**config.mk**
```make
export PLATFORM = sky130hd
export DESIGN_NAME = tac_trigger_top
export DESIGN_NICKNAME = d
export VERILOG_FILES = /design/src/rtl/tac_pkg.sv /design/src/rtl/tac_ctrl.sv /design/src/rtl/tac_dpath.sv /design/src/rtl/tac_trigger_top.sv
export SDC_FILE = /design/constraint.sdc
export NUM_CORES = 1
export LEC_CHECK = 0
export ABC_AREA = 1
export BUFFER_PORTS_ARGS = -buffer_cell sky130_fd_sc_hd__buf_2
export CAP_MARGIN = 20
export CORE_AREA = 2 2 101 103
export DETAILED_ROUTE_END_ITERATION = 10
export DIE_AREA = 0 0 103 105
export PLACE_DENSITY_LB_ADDON = 0.08
export SLEW_MARGIN = 10
export SYNTH_ARGS = -nofsm -noshare
export SYNTH_HDL_FRONTEND = slang
export SYNTH_HIERARCHICAL = 1
export SYNTH_SLANG_ARGS = --single-unit
```
**constraint.sdc**
```tcl
create_clock -name clk -period 2.25 [get_ports clk]
set_input_delay 0.1125 -clock clk [delete_from_list [all_inputs] [get_ports clk]]
set_output_delay 0.1125 -clock clk [all_outputs]
set_load 0.01 [all_outputs]
```
**src/rtl/tac_pkg.sv**
```systemverilog
package tac_pkg;

  // register select encodings
  localparam logic [1:0] SEL_BASE = 2'd0;
  localparam logic [1:0] SEL_ADDR = 2'd1;
  localparam logic [1:0] SEL_PC   = 2'd2;

  // strobes from control to datapath
  typedef struct packed {
    logic capEn;
    logic baseWe;
  } tacStrobe_t;

endpackage

```
**src/rtl/tac_ctrl.sv**
```systemverilog
module tac_ctrl
  import tac_pkg::*;
(
  input  logic       clk,
  input  logic       rst_n,
  input  logic       segStart,
  input  logic       segEnd,
  input  logic       ctxSwitch,
  input  logic       memValid,
  input  logic       pageShared,
  input  logic       stripeHit,
  input  logic       predHit,
  input  logic       regWe,
  input  logic [1:0] regSel,
  output tacStrobe_t strobe,
  output logic       trigger,
  output logic       flushReq,
  output logic       predDrop,
  output logic       stripeClear,
  output logic       predFlush,
  output logic       predRearm,
  output logic       regionActive
);

  logic activeQ;
  logic fire;
  logic armedAccess;

  // region enable: end dominates start
  always_ff @(posedge clk) begin
    if (!rst_n) begin
      activeQ <= 1'b0;
    end else if (segEnd) begin
      activeQ <= 1'b0;
    end else if (segStart) begin
      activeQ <= 1'b1;
    end
  end

  assign regionActive = activeQ;
  assign armedAccess  = memValid & activeQ;

  always_comb begin
    fire        = armedAccess & pageShared & ~stripeHit;
    trigger     = fire;
    flushReq    = fire & ~predHit;
    predDrop    = armedAccess & predHit & ~fire;
    stripeClear = segStart | ctxSwitch;
    predFlush   = ctxSwitch;
    predRearm   = segStart;
  end

  always_comb begin
    strobe        = '0;
    strobe.capEn  = fire;
    strobe.baseWe = regWe & (regSel == SEL_BASE);
  end

endmodule

```
**src/rtl/tac_dpath.sv**
```systemverilog
module tac_dpath
  import tac_pkg::*;
#(
  parameter int          XLEN         = 32,
  parameter int          STRIPE_SHIFT = 6,
  parameter logic [XLEN-1:0] RESET_BASE = '0
) (
  input  logic                     clk,
  input  logic                     rst_n,
  input  tacStrobe_t               strobe,
  input  logic [XLEN-1:0]          memAddr,
  input  logic [XLEN-1:0]          instPc,
  input  logic [1:0]               regSel,
  input  logic [XLEN-1:0]          regWdata,
  output logic [XLEN-1:0]          handlerBase,
  output logic [XLEN-1:0]          capAddr,
  output logic [XLEN-1:0]          capPc,
  output logic [XLEN-STRIPE_SHIFT-1:0] stripeTag,
  output logic [XLEN-1:0]          regRdata
);

  localparam int TAG_W = XLEN - STRIPE_SHIFT;

  logic [XLEN-1:0] baseQ;
  logic [XLEN-1:0] capAddrQ;
  logic [XLEN-1:0] capPcQ;

  always_ff @(posedge clk) begin
    if (!rst_n) begin
      baseQ <= RESET_BASE;
    end else if (strobe.baseWe) begin
      baseQ <= regWdata;
    end
  end

  always_ff @(posedge clk) begin
    if (!rst_n) begin
      capAddrQ <= '0;
      capPcQ   <= '0;
    end else if (strobe.capEn) begin
      capAddrQ <= memAddr;
      capPcQ   <= instPc;
    end
  end

  assign stripeTag   = TAG_W'(memAddr >> STRIPE_SHIFT);
  assign handlerBase = baseQ;
  assign capAddr     = capAddrQ;
  assign capPc       = capPcQ;

  always_comb begin
    unique case (regSel)
      SEL_BASE: regRdata = baseQ;
      SEL_ADDR: regRdata = capAddrQ;
      SEL_PC:   regRdata = capPcQ;
      default:  regRdata = '0;
    endcase
  end

endmodule

```
**src/rtl/tac_trigger_top.sv**
```systemverilog
module tac_trigger_top
  import tac_pkg::*;
#(
  parameter int          XLEN         = 32,
  parameter int          STRIPE_SHIFT = 6,
  parameter logic [XLEN-1:0] RESET_BASE = 32'h0000_0400
) (
  input  logic                         clk,
  input  logic                         rst_n,
  input  logic                         segStart,
  input  logic                         segEnd,
  input  logic                         ctxSwitch,
  input  logic                         memValid,
  input  logic                         memIsStore,
  input  logic [XLEN-1:0]              memAddr,
  input  logic [XLEN-1:0]              instPc,
  input  logic                         pageShared,
  input  logic                         stripeHit,
  input  logic                         predHit,
  input  logic                         regWe,
  input  logic [1:0]                   regSel,
  input  logic [XLEN-1:0]              regWdata,
  output logic [XLEN-1:0]              regRdata,
  output logic                         trigger,
  output logic                         accessAbort,
  output logic                         flushReq,
  output logic                         redirectValid,
  output logic [XLEN-1:0]              redirectPc,
  output logic                         stripeInsValid,
  output logic [XLEN-STRIPE_SHIFT-1:0] stripeInsTag,
  output logic                         stripeInsStore,
  output logic                         stripeClear,
  output logic                         predUpdValid,
  output logic [XLEN-1:0]              predUpdPc,
  output logic                         predUpdHit,
  output logic                         predDrop,
  output logic                         predFlush,
  output logic                         predRearm
);

  tacStrobe_t                 strobe;
  logic                       fire;
  logic                       regionActive;
  logic [XLEN-1:0]            handlerBase;
  logic [XLEN-1:0]            capAddrQ;
  logic [XLEN-1:0]            capPcQ;
  logic [XLEN-STRIPE_SHIFT-1:0] tag;

  tac_ctrl u_ctrl (
    .clk         (clk),
    .rst_n       (rst_n),
    .segStart    (segStart),
    .segEnd      (segEnd),
    .ctxSwitch   (ctxSwitch),
    .memValid    (memValid),
    .pageShared  (pageShared),
    .stripeHit   (stripeHit),
    .predHit     (predHit),
    .regWe       (regWe),
    .regSel      (regSel),
    .strobe      (strobe),
    .trigger     (fire),
    .flushReq    (flushReq),
    .predDrop    (predDrop),
    .stripeClear (stripeClear),
    .predFlush   (predFlush),
    .predRearm   (predRearm),
    .regionActive(regionActive)
  );

  tac_dpath #(
    .XLEN        (XLEN),
    .STRIPE_SHIFT(STRIPE_SHIFT),
    .RESET_BASE  (RESET_BASE)
  ) u_dpath (
    .clk        (clk),
    .rst_n      (rst_n),
    .strobe     (strobe),
    .memAddr    (memAddr),
    .instPc     (instPc),
    .regSel     (regSel),
    .regWdata   (regWdata),
    .handlerBase(handlerBase),
    .capAddr    (capAddrQ),
    .capPc      (capPcQ),
    .stripeTag  (tag),
    .regRdata   (regRdata)
  );

  assign trigger        = fire;
  assign accessAbort    = fire;
  assign redirectValid  = fire;
  assign redirectPc     = handlerBase;
  assign stripeInsValid = fire;
  assign stripeInsTag   = tag;
  assign stripeInsStore = memIsStore;
  assign predUpdValid   = fire;
  assign predUpdPc      = instPc;
  assign predUpdHit     = predHit;

endmodule

```
== Word level (Yosys, flattened, before mapping) ==
Index checks and enable logic that the tools add are counted.
Storage, ports and cells
  register bits: 97
  bits in latches: 0
  memory bits (writable): 0
  ROM bits: 0
  bits of input ports: 109
  output and inout bits: 134
  logic and storage cells: 21
  memories kept: 0
Cells by class
  add/subtract/negate cells: 0
  $mul: 0
  divide/modulo/power cells: 0
  order comparisons: 0
  equal/unequal tests: 2
  shift-type cells: 0
  muxes and demuxes: 1
  bitwise operators: 12
  reductions and logical operators: 2
Operator list (count)
  32-bit case mux with 3 select lines: 1
  1-bit bitwise AND: 7
  1-bit NOT: 4
  2-bit by 1-bit equality test with 1-bit output, second input constant: 1
  2-bit equality test, second input constant: 1
  2-bit zero test: 1
  2-bit OR reduction: 1
  1-bit bitwise OR: 1

== Logic depth before layout (Yosys ltp) ==
Gate-level depths: netlist of the first run.
  word-level depth: 5
  mapped depth: 9

== Hierarchy ==
The synthesis of the first run kept the hierarchy.
Modules (own cells, without submodules)
  tac_dpath: times used 1, cells each 589, area each 4252.8 um2
  tac_trigger_top: times used 1, cells each 38, area each 285.3 um2
  tac_ctrl: times used 1, cells each 15, area each 102.6 um2

== Worst setup path after synthesis of the first run ==
No wires, ideal clock.
  path kind: register to register
  start: reg u_ctrl.activeQ (netlist: u_ctrl/regionActive)
  end: reg u_dpath.capPcQ[2] (netlist: u_dpath/capPc[2])
  setup time: 0.116 ns
  arrival: 1.348 ns
  data required time: 2.134 ns
  path slack: 0.786 ns
  cell stages (with the launch flop): 9
  cells stage by stage: dfxtp_1 > nand2_2 > nor2_1 > buf_4 > buf_4 > inv_4 > buf_6 > nor2_1 > nor2_1
On the way
  word-level cells in the longest chain between the ends: 3
Ends and longest elaborated chain
  from (decl): line tac_ctrl.sv:25  | logic activeQ;
  from (signal assigned): line tac_ctrl.sv:32  | activeQ <= 1'b0;
  from (signal assigned): line tac_ctrl.sv:34  | activeQ <= 1'b0;
  from (signal assigned): line tac_ctrl.sv:36  | activeQ <= 1'b1;
  1-bit bitwise AND: line tac_ctrl.sv:41  | assign armedAccess = memValid & activeQ;
  1-bit bitwise AND (2 in a row): line tac_ctrl.sv:44  | fire = armedAccess & pageShared & ~stripeHit;
  named net accessAbort: line tac_trigger_top.sv:25  | output logic accessAbort,
  to (signal assigned): line tac_dpath.sv:42  | capPcQ <= instPc;
  to (decl): line tac_dpath.sv:26  | logic [XLEN-1:0] capPcQ;
The timed path passes the listed nets, and every way through them passes these cells.
A chain may end at the register's enable or synchronous reset.

== Worst setup path in the final report of the first run ==
  start: reg u_ctrl.activeQ (netlist: u_ctrl/regionActive)
  end: out redirectValid
On the way
  word-level cells in the longest chain between the ends: 3
Ends and longest elaborated chain
  1-bit bitwise AND: line tac_ctrl.sv:41
  1-bit bitwise AND (2 in a row): line tac_ctrl.sv:44
  to (decl): line tac_trigger_top.sv:27  | output logic redirectValid,
Every way passes these cells.

==> flow_summary.html, run 1 <==
<table>
<tr><th>Metric</th><th>Value</th></tr>
<tr><th colspan="2">Placed design</th></tr>
<tr><td>Final weighted congestion in routability-driven placement</td><td>~0.81</td></tr>
<tr><td>HPWL Detailed</td><td>between 9 and 10 mm</td></tr>
<tr><td>Buffers added on ports</td><td>240</td></tr>
<tr><th colspan="2">Logic synthesis</th></tr>
<tr><td>Synth Net Count</td><td>roughly 750</td></tr>
<tr><td>Unique masters post-synth</td><td>19</td></tr>
<tr><td>Yosys reg bits</td><td>97</td></tr>
<tr><td>Synth Area in Compound Gates</td><td>10.4%</td></tr>
<tr><td>XOR/XNOR Fraction of Synth Area</td><td>0%</td></tr>
<tr><td>Cell taking the most area after synthesis</td><td>sky130_fd_sc_hd__dfxtp_1</td></tr>
<tr><td>Yosys warnings</td><td>6</td></tr>
<tr><td>Share of the yosys chip area belonging to registers</td><td>between 40% and 50%</td></tr>
<tr><td>Syn avg cell area</td><td>between 7 and 8 um2</td></tr>
<tr><td>Proportion of netlist area held by the largest area contributor</td><td>41.8%</td></tr>
<tr><td>Portion of netlist area occupied by mux cells</td><td>0%</td></tr>
<tr><td>Most area-consuming cells after synthesis</td><td>sky130_fd_sc_hd__dfxtp_1, sky130_fd_sc_hd__nor2_1, sky130_fd_sc_hd__buf_4, sky130_fd_sc_hd__nand3_1, sky130_fd_sc_hd__o21ai_0</td></tr>
<tr><td>Post-Synthesis Cell Area</td><td>around 4600 um2</td></tr>
<tr><td>Post-synthesis share of cell area spent on and, or, nand and nor gates</td><td>29.9%</td></tr>
<tr><td>Adder and majority gate portion of the synthesized area</td><td>0%</td></tr>
<tr><td>Synthesized instance count</td><td>around 640</td></tr>
<tr><td>Largest family of logic cells by synthesized area</td><td>simple AND/OR/NAND/NOR gates</td></tr>
<tr><th colspan="2">Clock network</th></tr>
<tr><td>Max Buffers Root-to-Sink</td><td>2</td></tr>
<tr><td># clock sinks</td><td>97</td></tr>
<tr><td>CTS tree</td><td>done</td></tr>
<tr><td>Clock edge transition at the registers on the reported setup and hold paths</td><td>0.10 ns</td></tr>
<tr><td>Clock insertion delay at the later pin of the skew report</td><td>0.34 ns</td></tr>
<tr><td>H-tree Lvls</td><td>3</td></tr>
<tr><td>TritonCTS Buffers</td><td>9</td></tr>
<tr><td>Buffer type at the clock tree root</td><td>sky130_fd_sc_hd__clkbuf_8</td></tr>
<tr><th colspan="2">STA</th></tr>
<tr><td>Worst clock skew on the final layout</td><td>between 0.01 and 0.015 ns</td></tr>
<tr><td>Count of endpoints failing setup in the final report</td><td>0</td></tr>
<tr><td>RSZ-0062 raised after global routing</td><td>false</td></tr>
<tr><td>Period utilization</td><td>86.0%</td></tr>
<tr><td>Min Clock Period, post-route</td><td>1.93 ns</td></tr>
<tr><td>Slew headroom</td><td>55.3%</td></tr>
<tr><td>Number of pins exceeding their max-slew limit in the final report</td><td>0</td></tr>
<tr><td>Fmax</td><td>between 0.5 and 0.6 GHz</td></tr>
<tr><td>Total negative slack</td><td>0 ns</td></tr>
<tr><td>Final Hold Violating Endpoints</td><td>0</td></tr>
<tr><td>Pin slew with the least headroom to its limit</td><td>around 0.67 ns</td></tr>
<tr><th colspan="2">Detailed routing</th></tr>
<tr><td>Detailed-routing iteration count for the pre-antenna-repair pass</td><td>4</td></tr>
<tr><td>Post-detailed-route wirelength per cell</td><td>14.6 um</td></tr>
<tr><td>Drt drc</td><td>0</td></tr>
<tr><td>ANT nets after route</td><td>0</td></tr>
<tr><td>Total vias in the final route</td><td>4824</td></tr>
<tr><td>Sum of routed wire length over all layers</td><td>between 10 and 15 mm</td></tr>
<tr><td>Number of DRC markers after the initial detailed-route iteration</td><td>roughly 240</td></tr>
<tr><td>Post-detailed-route via-to-cell ratio</td><td>4.95</td></tr>
<tr><th colspan="2">Status</th></tr>
<tr><td>Status</td><td>finished clean</td></tr>
<tr><th colspan="2">Setup path</th></tr>
<tr><td>Arrival time reported for the critical path endpoint</td><td>1.82 ns</td></tr>
<tr><td>Critical path startpoint category</td><td>register</td></tr>
<tr><td>Max stage delay on crit path</td><td>0.41 ns</td></tr>
<tr><td>WS Path Type</td><td>reg -&gt; out</td></tr>
<tr><td>Data required time at the worst endpoint</td><td>2.14 ns</td></tr>
<tr><td>Combined buffer and inverter count along the critical path</td><td>2</td></tr>
<tr><td>Critical path's top delay family</td><td>buffers and inverters</td></tr>
<tr><td>Critical path peak fanout</td><td>35</td></tr>
<tr><td>Cell chain of the critical path</td><td>nand2_2 &gt; nor2_4 &gt; buf_4 &gt; buf_2</td></tr>
<tr><td>Highest-delay cell along the critical path</td><td>sky130_fd_sc_hd__buf_4</td></tr>
<tr><td>Setup crit end kind</td><td>primary output</td></tr>
<tr><th colspan="2">Global route</th></tr>
<tr><td>Residual overflow from global routing</td><td>0</td></tr>
<tr><td>Maximum number of pins on one net before global-route repair</td><td>slightly below 90</td></tr>
<tr><td>Initial antenna violation count</td><td>0</td></tr>
<tr><td>Number of global-route vias before repair</td><td>roughly 4600</td></tr>
<tr><td>First-pass GRT wire length</td><td>between 20 and 25 mm</td></tr>
<tr><td>Overall Global Routing Usage</td><td>25.1%</td></tr>
<tr><th colspan="2">Floorplan</th></tr>
<tr><td>Starting density of the core</td><td>roughly half</td></tr>
<tr><td>Core footprint</td><td>9640 um2</td></tr>
<tr><td>Count of boundary I/O pins</td><td>243</td></tr>
<tr><td>Height of the die</td><td>between 100 and 150 um</td></tr>
<tr><td>Die outline width</td><td>103 um</td></tr>
<tr><td>Number of rows created at floorplan</td><td>36</td></tr>
<tr><td>Die footprint</td><td>approximately 11000 um2</td></tr>
<tr><th colspan="2">Worst hold path</th></tr>
<tr><td>Path class of the lowest-slack min-delay path</td><td>in -&gt; reg</td></tr>
<tr><th colspan="2">Cells and area</th></tr>
<tr><td>Count of antenna diodes in the layout</td><td>0</td></tr>
<tr><td>Post-synthesis to final-layout area growth</td><td>28.0%</td></tr>
<tr><td>Most common cell after layout, fill and taps aside</td><td>sky130_fd_sc_hd__buf_2</td></tr>
<tr><td>FILL cells</td><td>949</td></tr>
<tr><td>Post-layout net count</td><td>946</td></tr>
<tr><td>Proportion of layout cells with a drive suffix above 1</td><td>between 30% and 40%</td></tr>
<tr><td>Highest-count cells in the layout ignoring fill and taps</td><td>sky130_fd_sc_hd__buf_2, sky130_fd_sc_hd__nor2_1, sky130_fd_sc_hd__dfxtp_1, sky130_fd_sc_hd__nand3_1, sky130_fd_sc_hd__o21ai_0</td></tr>
<tr><th colspan="2">Pwr</th></tr>
<tr><td>Power Dens Cells</td><td>557 nW/um2</td></tr>
<tr><td>VDD IR max</td><td>0.251 mV</td></tr>
<tr><td>Total chip power</td><td>3.31 mW</td></tr>
<tr><td>Leakage power summed over all cells</td><td>3.07 nW</td></tr>
<tr><th colspan="2">Run</th></tr>
<tr><td>Max-cap viol count</td><td>0</td></tr>
</table>
-- cell type report --
cell class / count / area (um2) / share of cell area (%)
Clock buffer: 12 / 135 / 2.27
Clock inverter: 4 / 30.0 / 0.505
Inverter: 5 / 21.3 / 0.358
Multi-Input combinational cell: 427 / 1880 / 31.7
Sequential cell: 97 / 1940 / 32.7
Tap cell: 133 / 166 / 2.80
Timing Repair Buffer: 297 / 1760 / 29.7
-- final timing paths --
check	start	endpoint	slack (ns)	cells past startpoint
max	u_ctrl/regionActive	redirectValid	0.32	4
min	instPc[12]	u_dpath/capPc[12]	0.006	3
max reg2reg	u_ctrl/regionActive	u_dpath/capPc[7]	0.62	5
min reg2reg	u_dpath/capAddr[10]	u_dpath/capAddr[10]	0.50	2
-- cells by family (layout without fill, tap and decap cells) --
| group | Yosys count | after routing |
|---|---|---|
| flops | 97 | 97 |
| simple gates | 331 | 331 |
| buf+inv | 118 | 318 |
| compound gates | 96 | 96 |
-- tightest hold or removal path, delay by kind of cell --
family	cells	cell delay (ns)
and+or+nand+nor	2	0.12
buffers and inverters	1	0.09
-- state kept, by name (all words and copies together) (netlist names) --
register             count
u_ctrl/regionActive      1
u_dpath/capAddr         32
u_dpath/capPc           32
u_dpath/handlerBase     32
-- synthesized netlist by cell type --
cell type                  count
sky130_fd_sc_hd__nand3_1      97
sky130_fd_sc_hd__buf_6        11
sky130_fd_sc_hd__dfxtp_1      97
sky130_fd_sc_hd__clkbuf_1      3
sky130_fd_sc_hd__nand2_1      35
sky130_fd_sc_hd__buf_4        71
sky130_fd_sc_hd__nor2_1      193
sky130_fd_sc_hd__clkbuf_2      2
sky130_fd_sc_hd__or2_1         1
sky130_fd_sc_hd__o21ai_1      29
sky130_fd_sc_hd__nor2_4        1
sky130_fd_sc_hd__inv_1         1
sky130_fd_sc_hd__inv_2         3
sky130_fd_sc_hd__o21ai_0      67
sky130_fd_sc_hd__nor3b_1       1
sky130_fd_sc_hd__buf_2        26
sky130_fd_sc_hd__nand2_2       2
sky130_fd_sc_hd__inv_4         1
sky130_fd_sc_hd__nor3_2        1
-- metrics by stage --
step / instance area (um2) / worst slack (ns) / std cells / hold slack [ns] / utilization, %
after floorplan: 4640 / 0.786 / 642 / 0.185 / -
after global routing: 5940 / 0.194 / 975 / 0.0108 / 61.6
after global placement: 5290 / 0.624 / 910 / 0.225 / 54.8
after CTS: 5940 / 0.287 / 975 / 0.0000820 / 61.6
final: 5940 / 0.316 / 975 / 0.00617 / 61.6
after detailed placement: 5290 / 0.652 / 910 / 0.225 / 54.8
-- report_power, final --
part	total, mW	switching (mW)	leakage [nW]	internal, mW
combinational	0.525	0.288	2.21	0.237
clock	0.993	0.589	0.0688	0.404
sequential	1.79	0.0312	0.787	1.76
total	3.31	0.908	3.07	2.40
-- routing by layer --
metal | global-route usage [%] | vias up | part of all wire [%]
li1 | - | 2413 | -
met1 | 30.7 | 2210 | 42
met2 | 44.7 | 184 | 50
met3 | 3.75 | 17 | 6.7
met4 | 7.14 | 0 | 1.5
met5 | 0 | - | 0
-- timing repair --
action,CTS,global route
hold endpoints to repair,49,0
hold buffers,49,0
setup buffers,0,0
gates resized for setup,0,0
No activity file was read; power rests on OpenSTA's default activity.
==> run 2: changes to the inputs <==
--- a/config.mk
+++ b/config.mk
@@ -10,6 +10,7 @@
 export CAP_MARGIN = 20
-export CORE_AREA = 2 2 101 103
+export CORE_AREA = 2 2 92 112
 export DETAILED_ROUTE_END_ITERATION = 10
-export DIE_AREA = 0 0 103 105
+export DIE_AREA = 0 0 94 114
 export PLACE_DENSITY_LB_ADDON = 0.08
+export REMOVE_ABC_BUFFERS = 1
 export SLEW_MARGIN = 10
--- a/constraint.sdc
+++ b/constraint.sdc
@@ -3,2 +3,2 @@
 set_output_delay 0.1125 -clock clk [all_outputs]
-set_load 0.01 [all_outputs]
+set_load 0.005 [all_outputs]
==> flow_summary.html, run 2 (synthesized netlist as in run 1, its figures left out) <==
<table>
<tr><th>Metric</th><th>Value</th></tr>
<tr><th colspan="2">Status</th></tr>
<tr><td>Status</td><td>finished clean</td></tr>
<tr><th colspan="2">Setup path</th></tr>
<tr><td>Combined buffer and inverter count along the critical path</td><td>2</td></tr>
<tr><td>Register-to-register path setup slack</td><td>just over 0.7 ns</td></tr>
<tr><td>Data required time at the worst endpoint</td><td>2.14 ns</td></tr>
<tr><td>R2R Path Start</td><td>u_ctrl/regionActive</td></tr>
<tr><td>Critical path capture point</td><td>stripeInsValid</td></tr>
<tr><td>Number of logic stages on the critical path including buffering</td><td>4</td></tr>
<tr><td>WS Path Type</td><td>reg -&gt; out</td></tr>
<tr><td>Critical path peak fanout</td><td>69</td></tr>
<tr><td>Critical path's top delay family</td><td>buffers and inverters</td></tr>
<tr><td>Arrival time reported for the critical path endpoint</td><td>1.69 ns</td></tr>
<tr><td>Cells on worst reg2reg path</td><td>5</td></tr>
<tr><td>Critical path startpoint category</td><td>register</td></tr>
<tr><td>Crit. Startpoint</td><td>u_ctrl/regionActive</td></tr>
<tr><td>Highest-delay cell along the critical path</td><td>sky130_fd_sc_hd__buf_4</td></tr>
<tr><td>Max stage delay on crit path</td><td>0.53 ns</td></tr>
<tr><td>Capturing point of the worst reg2reg path</td><td>u_dpath/capPc[0]</td></tr>
<tr><td>Cell chain of the critical path</td><td>nand2_2 &gt; nor2_4 &gt; buf_4 &gt; buf_2</td></tr>
<tr><td>Setup crit end kind</td><td>primary output</td></tr>
<tr><th colspan="2">STA</th></tr>
<tr><td>Pin slew with the least headroom to its limit</td><td>0.688 ns</td></tr>
<tr><td>Period utilization</td><td>80.3%</td></tr>
<tr><td>Fmax</td><td>around 0.55 GHz</td></tr>
<tr><td>Number of pins exceeding their max-slew limit in the final report</td><td>0</td></tr>
<tr><td>Total negative slack</td><td>0 ns</td></tr>
<tr><td>Count of endpoints failing setup in the final report</td><td>0</td></tr>
<tr><td>Slew headroom</td><td>between 50% and 60%</td></tr>
<tr><td>Min Clock Period, post-route</td><td>1.81 ns</td></tr>
<tr><td>RSZ-0062 raised after global routing</td><td>false</td></tr>
<tr><td>Tightest hold margin</td><td>0.00665 ns</td></tr>
<tr><td>Final Hold Violating Endpoints</td><td>0</td></tr>
<tr><td>Worst clock skew on the final layout</td><td>0.00372 ns</td></tr>
<tr><th colspan="2">Pwr</th></tr>
<tr><td>Leakage power summed over all cells</td><td>between 3 and 4 nW</td></tr>
<tr><td>Total chip power</td><td>3.77 mW</td></tr>
<tr><td>VDD IR max</td><td>0.411 mV</td></tr>
<tr><td>Power Dens Cells</td><td>651 nW/um2</td></tr>
<tr><th colspan="2">Floorplan</th></tr>
<tr><td>Number of rows created at floorplan</td><td>40</td></tr>
<tr><td>Starting density of the core</td><td>between 40% and 50%</td></tr>
<tr><td>Count of boundary I/O pins</td><td>243</td></tr>
<tr><td>Die footprint</td><td>10700 um2</td></tr>
<tr><td>Height of the die</td><td>114 um</td></tr>
<tr><td>Core footprint</td><td>9760 um2</td></tr>
<tr><td>Die outline width</td><td>94 um</td></tr>
<tr><th colspan="2">Global route</th></tr>
<tr><td>Residual overflow from global routing</td><td>0</td></tr>
<tr><td>Overall Global Routing Usage</td><td>24.3%</td></tr>
<tr><td>Initial antenna violation count</td><td>0</td></tr>
<tr><td>Number of global-route vias before repair</td><td>4422</td></tr>
<tr><td>Maximum number of pins on one net before global-route repair</td><td>98</td></tr>
<tr><td>First-pass GRT wire length</td><td>20.8 mm</td></tr>
<tr><th colspan="2">Cells and area</th></tr>
<tr><td>Highest-count cells in the layout ignoring fill and taps</td><td>sky130_fd_sc_hd__buf_2, sky130_fd_sc_hd__nor2_1, sky130_fd_sc_hd__dfxtp_1, sky130_fd_sc_hd__nand3_1, sky130_fd_sc_hd__o21ai_0</td></tr>
<tr><td>Post-layout net count</td><td>919</td></tr>
<tr><td>Fraction of the core area covered by cells at the end of the flow</td><td>59.4%</td></tr>
<tr><td>Most common cell after layout, fill and taps aside</td><td>sky130_fd_sc_hd__buf_2</td></tr>
<tr><td>Proportion of layout cells with a drive suffix above 1</td><td>33.3%</td></tr>
<tr><td>Count of antenna diodes in the layout</td><td>0</td></tr>
<tr><td>Finished layout cell area</td><td>between 5000 and 6000 um2</td></tr>
<tr><td>Post-synthesis to final-layout area growth</td><td>24.9%</td></tr>
<tr><th colspan="2">Detailed routing</th></tr>
<tr><td>Post-detailed-route via-to-cell ratio</td><td>5.07</td></tr>
<tr><td>ANT nets after route</td><td>0</td></tr>
<tr><td>Number of DRC markers after the initial detailed-route iteration</td><td>260</td></tr>
<tr><td>Drt drc</td><td>0</td></tr>
<tr><td>Post-detailed-route wirelength per cell</td><td>about 14 um</td></tr>
<tr><td>Detailed-routing iteration count for the pre-antenna-repair pass</td><td>4</td></tr>
<tr><td>Total vias in the final route</td><td>4769</td></tr>
<tr><td>Sum of routed wire length over all layers</td><td>between 10 and 15 mm</td></tr>
<tr><th colspan="2">Placed design</th></tr>
<tr><td>Total placed instance area</td><td>around 5300 um2</td></tr>
<tr><td>HPWL Detailed</td><td>8.57 mm</td></tr>
<tr><td>Buffers added on ports</td><td>240</td></tr>
<tr><td>Final weighted congestion in routability-driven placement</td><td>slightly above 0.8</td></tr>
<tr><th colspan="2">Clock network</th></tr>
<tr><td>Clock insertion delay at the later pin of the skew report</td><td>0.33 ns</td></tr>
<tr><td>Count of cells resized by post-cts repair</td><td>0</td></tr>
<tr><td>Max Buffers Root-to-Sink</td><td>2</td></tr>
<tr><td>TritonCTS Buffers</td><td>9</td></tr>
<tr><td>Buffer type at the clock tree root</td><td>sky130_fd_sc_hd__clkbuf_16</td></tr>
<tr><td>H-tree Lvls</td><td>3</td></tr>
<tr><td># clock sinks</td><td>97</td></tr>
<tr><td>Clock edge transition at the registers on the reported setup and hold paths</td><td>about 0.06 ns</td></tr>
<tr><td>CTS tree</td><td>done</td></tr>
<tr><th colspan="2">Worst hold path</th></tr>
<tr><td>Path class of the lowest-slack min-delay path</td><td>in -&gt; reg</td></tr>
<tr><th colspan="2">Run</th></tr>
<tr><td>Max-cap viol count</td><td>0</td></tr>
</table>
## run 2: changes by cell type in the layout (fill, tap and decap cells not counted), moves of 2 or more
cell,before,now
sky130_fd_sc_hd__clkinv_2,0,2
sky130_fd_sc_hd__dlygate4sd3_1,49,23
sky130_fd_sc_hd__clkbuf_1,3,1
sky130_fd_sc_hd__clkinvlp_4,4,0
sky130_fd_sc_hd__clkbuf_8,9,2
sky130_fd_sc_hd__clkbuf_16,0,9
## run 2: worst reg2reg max path: stages, from the launching register on
cell	delay [ns]
sky130_fd_sc_hd__dfxtp_1	0.35
sky130_fd_sc_hd__nand2_2	0.09
sky130_fd_sc_hd__nor2_4	0.15
sky130_fd_sc_hd__buf_4	0.53
sky130_fd_sc_hd__o21ai_0	0.23
sky130_fd_sc_hd__nor2_1	0.11
## run 2: metrics by stage
| stage | instances | setup WS (ns) |
|---|---|---|
| 3_5_place_dp | 902 | 0.721 |
| 4_1_cts | 940 | 0.406 |
| 3_3_place_gp | 902 | 0.724 |
| 5_1_grt | 940 | 0.318 |
| 2_1_floorplan | 529 | -1.27 |
| 6_report | 940 | 0.443 |
## run 2: where the power goes
part           switching (mW)  internal (mW)
Sequential             0.0299           1.76
Combinational           0.240          0.205
Clock                   0.622          0.913
Total                   0.892           2.88
## run 2: cell type report
cell class | count | area, um2
Clock buffer | 12 | 256
Clock inverter | 3 | 40.0
Fill cell | 992 | 3960
Inverter | 5 | 21.3
Multi-Input combinational cell | 427 | 1880
Sequential cell | 97 | 1940
Tap cell | 126 | 158
Timing Repair Buffer | 270 | 1500
## run 2: layer usage
layer / global-route usage [%] / vias to the layer above / part of all wire (%)
met1: 29.6 / 2178 / 40
met5: 0 / - / 0
met4: 8.99 / 0 / 1.9
li1: - / 2363 / -
met3: 4.62 / 18 / 7.2
met2: 42.5 / 210 / 51
## run 2: what timing repair did
| item | 4_1_cts | 5_1_grt |
|---|---|---|
| hold buffers | 23 | 0 |
| setup buffers | 0 | 0 |
| hold endpoints to repair | 23 | 0 |
## run 2: how the worst min path moves through the flow
stage / slack, ns / cells after the start / from / to
final: 0.007 / 3 / regWdata[20] / u_dpath/handlerBase[20]
after global routing: 0.008 / 3 / memAddr[30] / u_dpath/capAddr[30]
after CTS: 0.0003 / 3 / regWdata[27] / u_dpath/handlerBase[27]
after detailed placement: 0.23 / 0 / memIsStore / stripeInsStore
after global placement: 0.23 / 0 / memIsStore / stripeInsStore
after floorplan: 0.18 / 1 / segEnd / u_ctrl/regionActive
